**config.mk**
```make
export PLATFORM = sky130hd
export DESIGN_NAME = usart_core
export DESIGN_NICKNAME = d
export VERILOG_FILES = /design/src/rtl/usart_pkg.sv /design/src/rtl/usart_baud.sv /design/src/rtl/usart_tx.sv /design/src/rtl/usart_rx.sv /design/src/rtl/usart_core.sv
export SDC_FILE = /design/constraint.sdc
export NUM_CORES = 1
export LEC_CHECK = 0
export ABC_AREA = 1
export BUFFER_PORTS_ARGS = -buffer_cell sky130_fd_sc_hd__buf_2
export CELL_PAD_IN_SITES_DETAIL_PLACEMENT = 0
export CELL_PAD_IN_SITES_GLOBAL_PLACEMENT = 1
export CORE_ASPECT_RATIO = 1.75
export CORE_MARGIN = 5
export CORE_UTILIZATION = 50
export CTS_CLUSTER_SIZE = 8
export DETAILED_ROUTE_END_ITERATION = 10
export PLACE_DENSITY_LB_ADDON = 0.1
export SLEW_MARGIN = 40
export SYNTH_ARGS = -nofsm -noshare
export SYNTH_HDL_FRONTEND = slang
export SYNTH_SLANG_ARGS = --single-unit
```
**constraint.sdc**
```tcl
create_clock -name clk_i -period 4.6 [get_ports clk_i]
set_input_delay 0.69 -clock clk_i [delete_from_list [all_inputs] [get_ports clk_i]]
set_output_delay 0.69 -clock clk_i [all_outputs]
set_load 0.01 [all_outputs]
```
**src/rtl/usart_pkg.sv**
```systemverilog
package usart_pkg;
  localparam int unsigned MAX_DATA = 9;
  localparam int unsigned FRAME_W  = MAX_DATA + 3;

  typedef enum logic [1:0] {MODE_NORMAL = 2'd0, MODE_ECHO = 2'd1,
                            MODE_LOCAL  = 2'd2, MODE_REMOTE = 2'd3} loop_mode_e;
  typedef enum logic [1:0] {PAR_NONE = 2'd0, PAR_EVEN = 2'd1,
                            PAR_ODD  = 2'd2, PAR_OFF  = 2'd3} par_mode_e;
  typedef enum logic [1:0] {S_IDLE, S_START, S_BITS, S_HOLD} rx_state_e;

  typedef struct packed {
    logic       brk_tx;
    loop_mode_e mode;
    logic       multidrop;
    par_mode_e  par;
    logic [1:0] len;
  } cfg_t;

  function automatic logic [MAX_DATA-1:0] mask_data(logic [MAX_DATA-1:0] d, logic [1:0] len);
    logic [MAX_DATA-1:0] m;
    m = '0;
    for (int i = 0; i < MAX_DATA; i++) if (i < 6 + int'(len)) m[i] = d[i];
    return m;
  endfunction

  function automatic logic extra_en(cfg_t c);
    return c.multidrop || c.par == PAR_EVEN || c.par == PAR_ODD;
  endfunction

  function automatic logic parity_of(logic [MAX_DATA-1:0] d, par_mode_e p);
    return (p == PAR_ODD) ? ~^d : ^d;
  endfunction
endpackage

```
**src/rtl/usart_baud.sv**
```systemverilog
module usart_baud #(
  parameter int unsigned DIV_W = 16
) (
  input  logic             clk_i,
  input  logic             rst_ni,
  input  logic [DIV_W-1:0] div_i,
  output logic             tick_o
);
  logic [DIV_W-1:0] cnt;

  always_ff @(posedge clk_i or negedge rst_ni)
    if (!rst_ni) cnt <= '0;
    else if (cnt == '0) cnt <= (div_i == '0) ? '0 : div_i - 1'b1;
    else cnt <= cnt - 1'b1;

  assign tick_o = (cnt == '0);
endmodule

```
**src/rtl/usart_tx.sv**
```systemverilog
module usart_tx
  import usart_pkg::*;
(
  input  logic                clk_i,
  input  logic                rst_ni,
  input  logic                tick_i,
  input  cfg_t                cfg_i,
  input  logic                hold_valid_i,
  input  logic [MAX_DATA-1:0] hold_data_i,
  input  logic                hold_addr_i,
  output logic                take_o,
  output logic                busy_o,
  output logic                line_o
);
  localparam int unsigned PW = $clog2(FRAME_W + 1);

  logic [FRAME_W-1:0]  shreg, frame;
  logic [PW-1:0]       left;
  logic [3:0]          phase;
  logic [MAX_DATA-1:0] dm;
  int                  nd, nb;

  assign take_o = !busy_o && hold_valid_i && !cfg_i.brk_tx;

  always_comb begin
    nd    = 6 + int'(cfg_i.len);
    dm    = mask_data(hold_data_i, cfg_i.len);
    frame = '1;
    frame[0] = 1'b0;
    for (int i = 0; i < MAX_DATA; i++) if (i < nd) frame[1+i] = dm[i];
    nb = nd + 2;
    if (extra_en(cfg_i)) begin
      frame[1+nd] = cfg_i.multidrop ? hold_addr_i : parity_of(dm, cfg_i.par);
      nb = nd + 3;
    end
  end

  always_ff @(posedge clk_i or negedge rst_ni)
    if (!rst_ni) begin
      shreg  <= '1;
      left   <= '0;
      phase  <= '0;
      busy_o <= 1'b0;
    end else if (take_o) begin
      shreg  <= frame;
      left   <= PW'(nb);
      phase  <= '0;
      busy_o <= 1'b1;
    end else if (busy_o && tick_i) begin
      if (phase == 4'd15) begin
        phase <= '0;
        shreg <= {1'b1, shreg[FRAME_W-1:1]};
        left  <= left - 1'b1;
        if (left == PW'(1)) busy_o <= 1'b0;
      end else phase <= phase + 1'b1;
    end

  // break holds the idle line low
  assign line_o = busy_o ? shreg[0] : !cfg_i.brk_tx;
endmodule

```
**src/rtl/usart_rx.sv**
```systemverilog
module usart_rx
  import usart_pkg::*;
(
  input  logic                clk_i,
  input  logic                rst_ni,
  input  logic                tick_i,
  input  cfg_t                cfg_i,
  input  logic                line_i,
  output logic                done_o,
  output logic [MAX_DATA-1:0] data_o,
  output logic                addr_o,
  output logic                perr_o,
  output logic                ferr_o,
  output logic                brk_o
);
  logic [1:0]          sync;
  logic                line;
  rx_state_e           state;
  logic [3:0]          phase, pos;
  logic [FRAME_W-2:0]  bits, nxt;
  logic [MAX_DATA-1:0] dmask;
  logic                ext_b, stop_b, zero, last, ext_on, par_on;
  int                  nd, tot;

  assign line = sync[1];

  always_comb begin
    nd     = 6 + int'(cfg_i.len);
    ext_on = extra_en(cfg_i);
    par_on = !cfg_i.multidrop && ext_on;
    tot    = nd + (ext_on ? 2 : 1);
    last   = (int'(pos) == tot - 1);
    nxt    = bits;
    nxt[pos] = line;
    dmask  = mask_data(nxt[MAX_DATA-1:0], cfg_i.len);
    ext_b  = ext_on ? nxt[nd] : 1'b0;
    stop_b = nxt[tot-1];
    zero   = (dmask == '0) && !ext_b && !stop_b;
  end

  always_ff @(posedge clk_i or negedge rst_ni)
    if (!rst_ni) begin
      sync   <= 2'b11;
      state  <= S_IDLE;
      phase  <= '0;
      pos    <= '0;
      bits   <= '0;
      done_o <= 1'b0;
      brk_o  <= 1'b0;
      perr_o <= 1'b0;
      ferr_o <= 1'b0;
      data_o <= '0;
      addr_o <= 1'b0;
    end else begin
      sync   <= {sync[0], line_i};
      done_o <= 1'b0;
      brk_o  <= 1'b0;
      perr_o <= 1'b0;
      ferr_o <= 1'b0;
      unique case (state)
        S_IDLE: if (tick_i && !line) begin
          state <= S_START;
          phase <= 4'd1;
        end
        S_START: if (tick_i) begin
          if (phase == 4'd7) begin
            if (!line) begin
              state <= S_BITS;
              phase <= '0;
              pos   <= '0;
            end else state <= S_IDLE;
          end else phase <= phase + 1'b1;
        end
        S_BITS: if (tick_i) begin
          if (phase == 4'd15) begin
            phase <= '0;
            bits  <= nxt;
            pos   <= pos + 1'b1;
            if (last) begin
              state  <= stop_b ? S_IDLE : S_HOLD;
              done_o <= !zero;
              brk_o  <= zero;
              ferr_o <= !zero && !stop_b;
              perr_o <= !zero && par_on && (ext_b != parity_of(dmask, cfg_i.par));
              data_o <= dmask;
              addr_o <= cfg_i.multidrop && ext_b;
            end
          end else phase <= phase + 1'b1;
        end
        S_HOLD: if (line) state <= S_IDLE;
        default: state <= S_IDLE;
      endcase
    end
endmodule

```
**src/rtl/usart_core.sv**
```systemverilog
module usart_core
  import usart_pkg::*;
#(
  parameter int unsigned DIV_W = 16,
  parameter int unsigned DW    = 16,
  parameter int unsigned AW    = 3
) (
  input  logic          clk_i,
  input  logic          rst_ni,
  input  logic          bus_wr_i,
  input  logic          bus_rd_i,
  input  logic [AW-1:0] bus_addr_i,
  input  logic [DW-1:0] bus_wdata_i,
  output logic [DW-1:0] bus_rdata_o,
  output logic          irq_o,
  input  logic          rxd_i,
  output logic          txd_o
);
  localparam int unsigned NSTAT = 7;
  localparam logic [AW-1:0] A_CFG  = AW'(0);
  localparam logic [AW-1:0] A_DIV  = AW'(1);
  localparam logic [AW-1:0] A_TX   = AW'(2);
  localparam logic [AW-1:0] A_RX   = AW'(3);
  localparam logic [AW-1:0] A_STAT = AW'(4);
  localparam logic [AW-1:0] A_IEN  = AW'(5);

  cfg_t                cfg;
  logic [DIV_W-1:0]    div;
  logic [NSTAT-1:0]    ien, stat;
  logic [MAX_DATA-1:0] tx_hold, rx_data, rx_d;
  logic                tx_hold_addr, tx_full, tx_take, tx_busy, tx_line;
  logic                rx_addr, rx_ready, perr_f, ferr_f, ovr_f, brk_f;
  logic                rx_done, rx_a, rx_perr, rx_ferr, rx_brk, rx_in, tick;
  logic                rd_rx;
  logic [1:0]          mode_w;

  assign mode_w = cfg.mode;
  assign rd_rx  = bus_rd_i && (bus_addr_i == A_RX);

  usart_baud #(.DIV_W(DIV_W)) u_baud (
    .clk_i, .rst_ni, .div_i(div), .tick_o(tick)
  );

  usart_tx u_tx (
    .clk_i, .rst_ni, .tick_i(tick), .cfg_i(cfg),
    .hold_valid_i(tx_full), .hold_data_i(tx_hold), .hold_addr_i(tx_hold_addr),
    .take_o(tx_take), .busy_o(tx_busy), .line_o(tx_line)
  );

  usart_rx u_rx (
    .clk_i, .rst_ni, .tick_i(tick), .cfg_i(cfg), .line_i(rx_in),
    .done_o(rx_done), .data_o(rx_d), .addr_o(rx_a),
    .perr_o(rx_perr), .ferr_o(rx_ferr), .brk_o(rx_brk)
  );

  always_comb begin
    unique case (cfg.mode)
      MODE_NORMAL: begin rx_in = rxd_i; txd_o = tx_line; end
      MODE_ECHO:   begin rx_in = rxd_i; txd_o = rxd_i;   end
      MODE_LOCAL:  begin rx_in = tx_line; txd_o = 1'b1;  end
      default:     begin rx_in = 1'b1;  txd_o = rxd_i;   end
    endcase
  end

  always_ff @(posedge clk_i or negedge rst_ni)
    if (!rst_ni) begin
      cfg          <= '0;
      div          <= '0;
      ien          <= '0;
      tx_hold      <= '0;
      tx_hold_addr <= 1'b0;
      tx_full      <= 1'b0;
      rx_data      <= '0;
      rx_addr      <= 1'b0;
      rx_ready     <= 1'b0;
      perr_f       <= 1'b0;
      ferr_f       <= 1'b0;
      ovr_f        <= 1'b0;
      brk_f        <= 1'b0;
    end else begin
      if (tx_take) tx_full <= 1'b0;
      if (bus_wr_i) begin
        unique case (bus_addr_i)
          A_CFG:  cfg <= cfg_t'(bus_wdata_i[7:0]);
          A_DIV:  div <= bus_wdata_i[DIV_W-1:0];
          A_TX: begin
            tx_hold      <= bus_wdata_i[MAX_DATA-1:0];
            tx_hold_addr <= bus_wdata_i[DW-1];
            tx_full      <= 1'b1;
          end
          A_STAT: begin
            if (bus_wdata_i[3]) perr_f <= 1'b0;
            if (bus_wdata_i[4]) ferr_f <= 1'b0;
            if (bus_wdata_i[5]) ovr_f  <= 1'b0;
            if (bus_wdata_i[6]) brk_f  <= 1'b0;
          end
          A_IEN:  ien <= bus_wdata_i[NSTAT-1:0];
          default: ;
        endcase
      end
      if (rd_rx) rx_ready <= 1'b0;
      if (rx_done) begin
        rx_data  <= rx_d;
        rx_addr  <= rx_a;
        rx_ready <= 1'b1;
        if (rx_ready) ovr_f <= 1'b1;
      end
      if (rx_perr) perr_f <= 1'b1;
      if (rx_ferr) ferr_f <= 1'b1;
      if (rx_brk)  brk_f  <= 1'b1;
    end

  assign stat  = {brk_f, ovr_f, ferr_f, perr_f, !tx_busy && !tx_full, !tx_full, rx_ready};
  assign irq_o = |(stat & ien);

  always_comb begin
    bus_rdata_o = '0;
    unique case (bus_addr_i)
      A_CFG:  bus_rdata_o[7:0] = cfg;
      A_DIV:  bus_rdata_o[DIV_W-1:0] = div;
      A_RX: begin
        bus_rdata_o[MAX_DATA-1:0] = rx_data;
        bus_rdata_o[DW-1]         = rx_addr;
      end
      A_STAT: bus_rdata_o[NSTAT-1:0] = stat;
      A_IEN:  bus_rdata_o[NSTAT-1:0] = ien;
      default: ;
    endcase
  end
endmodule

```
==> reports/qor.csv, run 1 <==
metric,value,unit
port_buffers,41,
dpl-instance-area,7920,um^2
fin_area,8560,um^2
final_antenna_net_count,0,
cts_tree,built,
place.gp.congestion,0.900,
status,"complete, no violations",
reg2reg_from,cfg[2],
p_clk_share,38.1,%
num_io_pins,42,
rrSetupSlack,1.27,ns
fillCellCount,1436,
numCtsBuffers,17,
synth_edf_count,0,
post_cts_resize_count,0,
relSlewSlack,56.7,%
clk_path_buf_depth,2,
synth_area,7570,um^2
cts_root_buffer,clkbuf_16,
crit_path_start_kind,flip-flop,
row_count,59,
yosysSeqAreaShare,43.6,%
synth.avg_cell_area,7.72,um^2
die_area,17800,um^2
chipWidth,103,um
clk_latency,0.42,ns
die_y,173,um
drv_cap,0,
crit_type,flip-flop to flip-flop,
firstDrtPassIters,5,
fmax,300,MHz
htree_levels,4,
coreArea,14900,um^2
switching_share,33.6,%
syn_nets,1035,
final_common_cell,nand2_1,
tns,0,ns
finalCritPeriodShare,72.4,%
grt_max_degree,105,
final_hold_viol_count,0,
synthArstFlopShare,100,%
reg2regPathDepth,12,
clk_pin_slew,0.06,ns
drc_errors,0,
syn2layout_area_growth,13.1,%
vias,6431,
finalPower,3.71,mW
finalMaxSlewViolations,0,
detail_route.wl_per_cell,16.8,um
clock_sinks,131,
hold_class,input port to asynchronous set/reset pin,
start_util,50.7,%
power.density,433,nW/um^2
routed_wl,20.4,mm
worst_slew_pin_slew,0.647,ns
syn_inst,980,
end_kind,flip-flop,
power_frac_comb,21.5,%
period_needed,3.33,ns
yosys-top-cells-area,"dfrtp_1 (39%), nand2_1 (12%), o21ai_0 (6.7%)",
rr_endpoint,u_rx.addr_o,
crit_fanout,20,
synth-seq-cells,131,
post_cts_buffers,0,
cts_hold_buf,0,
grt_util_all_layers,23.8,%
peakVddDrop,0.253,mV
drive_above_1_share,12.3,%
yosys_warnings,0,
worstPathRequired,4.92,ns
seq_power_share,40.4,%
seq_area,3300,um^2
viasPerCell,5.29,
synth_top_cell_by_area,dfrtp_1,
grt_antenna_before_repair,0,
grt_pass1_wl,32.8,mm
synth_top_area_share,38.7,%
hpwl,15.6,mm
final_cell_mix,"nand2_1 (245), inv_1 (118), dfrtp_1 (117)",
grt_pass1_vias,6572,
fin_nets,1075,
yosysUniqueCellTypes,49,
n_antenna_cell,0,
switching_power,1.25,mW
fin_skew,0.0107,ns
rsz0062_at_grt,no,
setup_violations,0,
gr-total-overflow,0,
critPathArrivalTime,3.64,ns
first_iter_violations,246,
ys.flop_type,dfrtp_1,
multi_input_area,3700,um^2
p_leak,4.20,nW
intPower,2.46,mW
==> critical path, cell delays in order (launching register included) <==
cell     delay (ns)
dfrtp_1        0.37
inv_1          0.11
nand2_1        0.11
nand2_1        0.35
ha_1           0.22
inv_1          0.05
fa_1           0.54
inv_1          0.11
a22oi_1        0.15
nand4_1        0.17
nor2_1         0.16
nand3_1        0.46
o31ai_1        0.41
==> how the worst max path moves through the flow <==
stage | startpoint | endpoint | slack [ns]
floorplan | cfg[2] | u_rx.addr_o | 2.07
global placement | cfg[2] | u_rx.addr_o | 1.44
detailed placement | cfg[2] | u_rx.addr_o | 1.30
CTS | cfg[2] | u_rx.addr_o | 1.27
global route | cfg[2] | u_rx.addr_o | 0.90
finish | cfg[2] | u_rx.addr_o | 1.27
==> power groups by stage <==
stage / Sequential, mW / Combinational (mW) / Clock (mW)
2_1_floorplan: 1.46 / 0.593 / 0
3_3_place_gp: 1.51 / 0.787 / 0
3_5_place_dp: 1.51 / 0.796 / 0
4_1_cts: 1.50 / 0.801 / 1.43
5_1_grt: 1.52 / 0.909 / 1.48
6_report: 1.50 / 0.796 / 1.41
==> cells in the mapped netlist (8+ instances only) <==
| library cell | n |
|---|---|
| clkbuf_1 | 18 |
| nand3_1 | 54 |
| xor2_1 | 19 |
| nor2_1 | 88 |
| nand2_1 | 246 |
| nand4_1 | 8 |
| dfstp_2 | 14 |
| a21oi_1 | 42 |
| o22ai_1 | 16 |
| ha_1 | 30 |
| o21ai_0 | 102 |
| xnor2_1 | 11 |
| nor3_1 | 14 |
| dfrtp_1 | 117 |
| inv_1 | 118 |
==> routing by layer <==
| layer | routed length (um) | track usage [%] | vias to the layer above |
|---|---|---|---|
| li1 | - | - | 3278 |
| met1 | 7690 | 25.2 | 3022 |
| met2 | 11700 | 45.6 | 95 |
| met3 | 493 | 3.75 | 36 |
| met4 | 531 | 8.43 | 0 |
| met5 | 0 | 0 | - |
==> state kept, by name, summed over array words and instances, names as in the netlist, 4 cells and up <==
signal and flops:
u_tx.phase 4, rx_data 9, u_tx.shreg 12, tx_hold 9, u_baud.cnt 16, u_tx.left 4, ien 7, u_rx.pos 4
u_rx.bits 11, div 16, cfg 6, u_rx.phase 4, u_rx.data_o 9
==> stage by stage <==
| step | hold slack [ns] | std cells | util, % | setup WS (ns) |
|---|---|---|---|---|
| after floorplan | 0.345 | 980 | - | 2.07 |
| after global placement | 0.351 | 1183 | 53.1 | 1.44 |
| after detailed placement | 0.347 | 1183 | 53.1 | 1.30 |
| after CTS | 0.354 | 1215 | 57.2 | 1.27 |
| after global routing | 0.124 | 1216 | 57.4 | 0.896 |
| final | 0.111 | 1216 | 57.4 | 1.27 |
==> cell families (layout without fill, tap and decap cells) <==
group / after synthesis / in the layout / share of synthesized area (%)
compound gates: 199 / 199 / 14.9
xor+xnor: 30 / 30 / 3.47
fa+ha+maj: 31 / 31 / 5.23
buf+inv: 146 / 199 / 7.51
flops: 131 / 131 / 43.6
mux: 1 / 1 / 0.149
simple gates: 442 / 442 / 25.2
==> final cells by class <==
type                    instances  area share, %
multi-input cells             703           43.3
flip-flops and latches        131           38.5
inverters                     123           5.41
clock buffers                  18           5.13
repair buffers                 44           3.01
well taps                     183           2.68
clock inverters                14           1.95
Power figures use the tool's default switching activity.
==> run 2: changes to the inputs <==
- CORE_UTILIZATION: 50 -> 42
- clock period: 4.6 -> 2.8 ns (I/O delays scaled with it)
==> run 2 against run 1 <==
Effect of this change:
- sequential power up 63%
- clock power up 57%
- wire length up 6.7%
- via count up 1.4%
- first-iteration DRC count down 2.0%
- sequential share of layout area down 1.4 points
- power up 65%
- largest power group unchanged
- highest routed layer unchanged
==> reports/qor.csv, run 2 (synthesized netlist as in run 1, its figures left out) <==
metric,value,unit
critPathArrivalTime,3.02,ns
syn2layout_area_growth,17.5,%
finalPower,6.11,mW
reg2regPathDepth,13,
cp-endpoint,u_rx.addr_o,
vias,6518,
hold_class,input port to flip-flop,
worst_slew_pin_slew,0.642,ns
cp_cell_sequence,nor2_1 > nor2_1 > nand2_2 > ha_2 > inv_2 > fa_2 > inv_2 > a22oi_2 > nand4_1 > nor2_2 > nand3_2 > buf_6 > o31ai_2,
relSlewSlack,57.1,%
cts_tree,built,
port_buffers,41,
peakVddDrop,0.372,mV
die_area,20900,um^2
fin_util,49.7,%
start_util,42.3,%
finalCritPeriodShare,96.3,%
firstDrtPassIters,4,
crit_path_start_kind,flip-flop,
power.density,687,nW/um^2
viasPerCell,5.03,
clk_pin_slew,0.06,ns
fin_skew,0.00747,ns
htree_levels,4,
fmax,371,MHz
coreArea,17900,um^2
clock_sinks,131,
reg.largest.list,"div (16), u_baud.cnt (16), u_tx.shreg (12)",
worstPathRequired,3.12,ns
final_antenna_net_count,0,
fin_nets,1105,
row_count,65,
end_kind,flip-flop,
detail_route.wl_per_cell,16.8,um
final_common_cell,nand2_1,
n_antenna_cell,0,
chipWidth,111,um
max_stage_delay,0.57,ns
grt_antenna_before_repair,0,
clk_path_buf_depth,2,
final_hold_viol_count,0,
grt_pass1_vias,6848,
finalMaxSlewViolations,0,
cp-startpoint,cfg[3],
drc_errors,0,
post-place-ws,0.0487,ns
final_cells,1295,
crit_type,flip-flop to flip-flop,
cts_root_buffer,clkbuf_16,
hpwl,16.9,mm
crit_fanout,5,
drv_cap,0,
rrSetupSlack,0.10,ns
clk_latency,0.42,ns
die_y,188,um
drive_above_1_share,16.3,%
period_needed,2.70,ns
rr_endpoint,u_rx.addr_o,
setup_violations,0,
rsz0062_at_grt,yes,
first_iter_violations,241,
gr-total-overflow,0,
grt_max_degree,52,
grt_util_all_layers,21.7,%
place.gp.congestion,0.864,
final.setup.worst_slack,0.104,ns
critPathSlowestCell,fa_2,
status,"complete, no violations",
grt_pass1_wl,35.5,mm
tns,0,ns
numCtsBuffers,17,
routed_wl,21.7,mm
final_cell_mix,"nand2_1 (243), dfrtp_1 (116), inv_1 (112)",
dp.cells,1258,
num_io_pins,42,
p_leak,4.32,nW
reg2reg_from,cfg[3],
-- run 2: cell count changes in the layout (fill, tap and decap cells not counted), sizes merged --
| cell | delta |
|---|---|
| dlygate4sd3 | +1 |
| clkbuf | +4 |
| buf | +29 |
| inv | -6 |
-- run 2: worst min path at each step --
stage | from | to | depth (start not counted)
final | rxd_i | u_rx.sync[0] | 3
after global routing | bus_wdata_i[11] | div[11] | 3
after CTS | rxd_i | u_rx.sync[0] | 3
after detailed placement | u_rx.sync[0] | u_rx.sync[1] | 0
after global placement | u_rx.sync[0] | u_rx.sync[1] | 0
after floorplan | rst_ni | brk_f | 0
-- run 2: repair_timing --
| action | in CTS | in global routing |
|---|---|---|
| hold buffers | 1 | 0 |
| buffers inserted | 0 | 4 |
| setup endpoints to repair | 0 | 16 |
| hold endpoints to repair | 35 | 0 |
| gates resized for setup | 0 | 32 |
-- run 2: where the power goes --
part           switching, mW  internal, mW  total (mW)  leakage [nW]
sequential             0.260          2.19        2.45          1.63
clock                  0.843          1.37        2.22         0.278
combinational          0.870         0.575        1.45          2.41
total                   1.97          4.13        6.11          4.32
-- run 2: layout make-up --
cell class | count | area (um^2)
clock inverters | 8 | 103
well taps | 234 | 293
clock buffers | 22 | 474
multi-input cells | 703 | 3770
repair buffers | 74 | 494
flip-flops and latches | 131 | 3300
fillers | 1853 | 9000
inverters | 123 | 463
-- run 2: critical path, delay by kind of cell (launching register included) --
family	cells	cell delay, ns
and+or+nand+nor	6	0.80
adders and majority gates	2	0.76
buffers and inverters	3	0.26
AOI/OAI and AO/OA	2	0.32
DFF	1	0.43
-- run 2: per-stage QoR --
step / hold WS [ns] / instance area [um^2]
4_1_cts: 0.215 / 8770
6_report: 0.237 / 8890
5_1_grt: 0.252 / 8890
3_5_place_dp: 0.349 / 8190
3_3_place_gp: 0.349 / 8190
2_1_floorplan: 0.124 / 7570
-- run 2: per-layer routing --
| metal | vias up | GRT usage (%) | share of wire [%] |
|---|---|---|---|
| met5 | - | 0 | 0 |
| met2 | 110 | 41.7 | 56 |
| li1 | 3329 | - | - |
| met1 | 3030 | 22.3 | 37 |
| met3 | 49 | 3.81 | 2.4 |
| met4 | 0 | 10.2 | 4.2 |
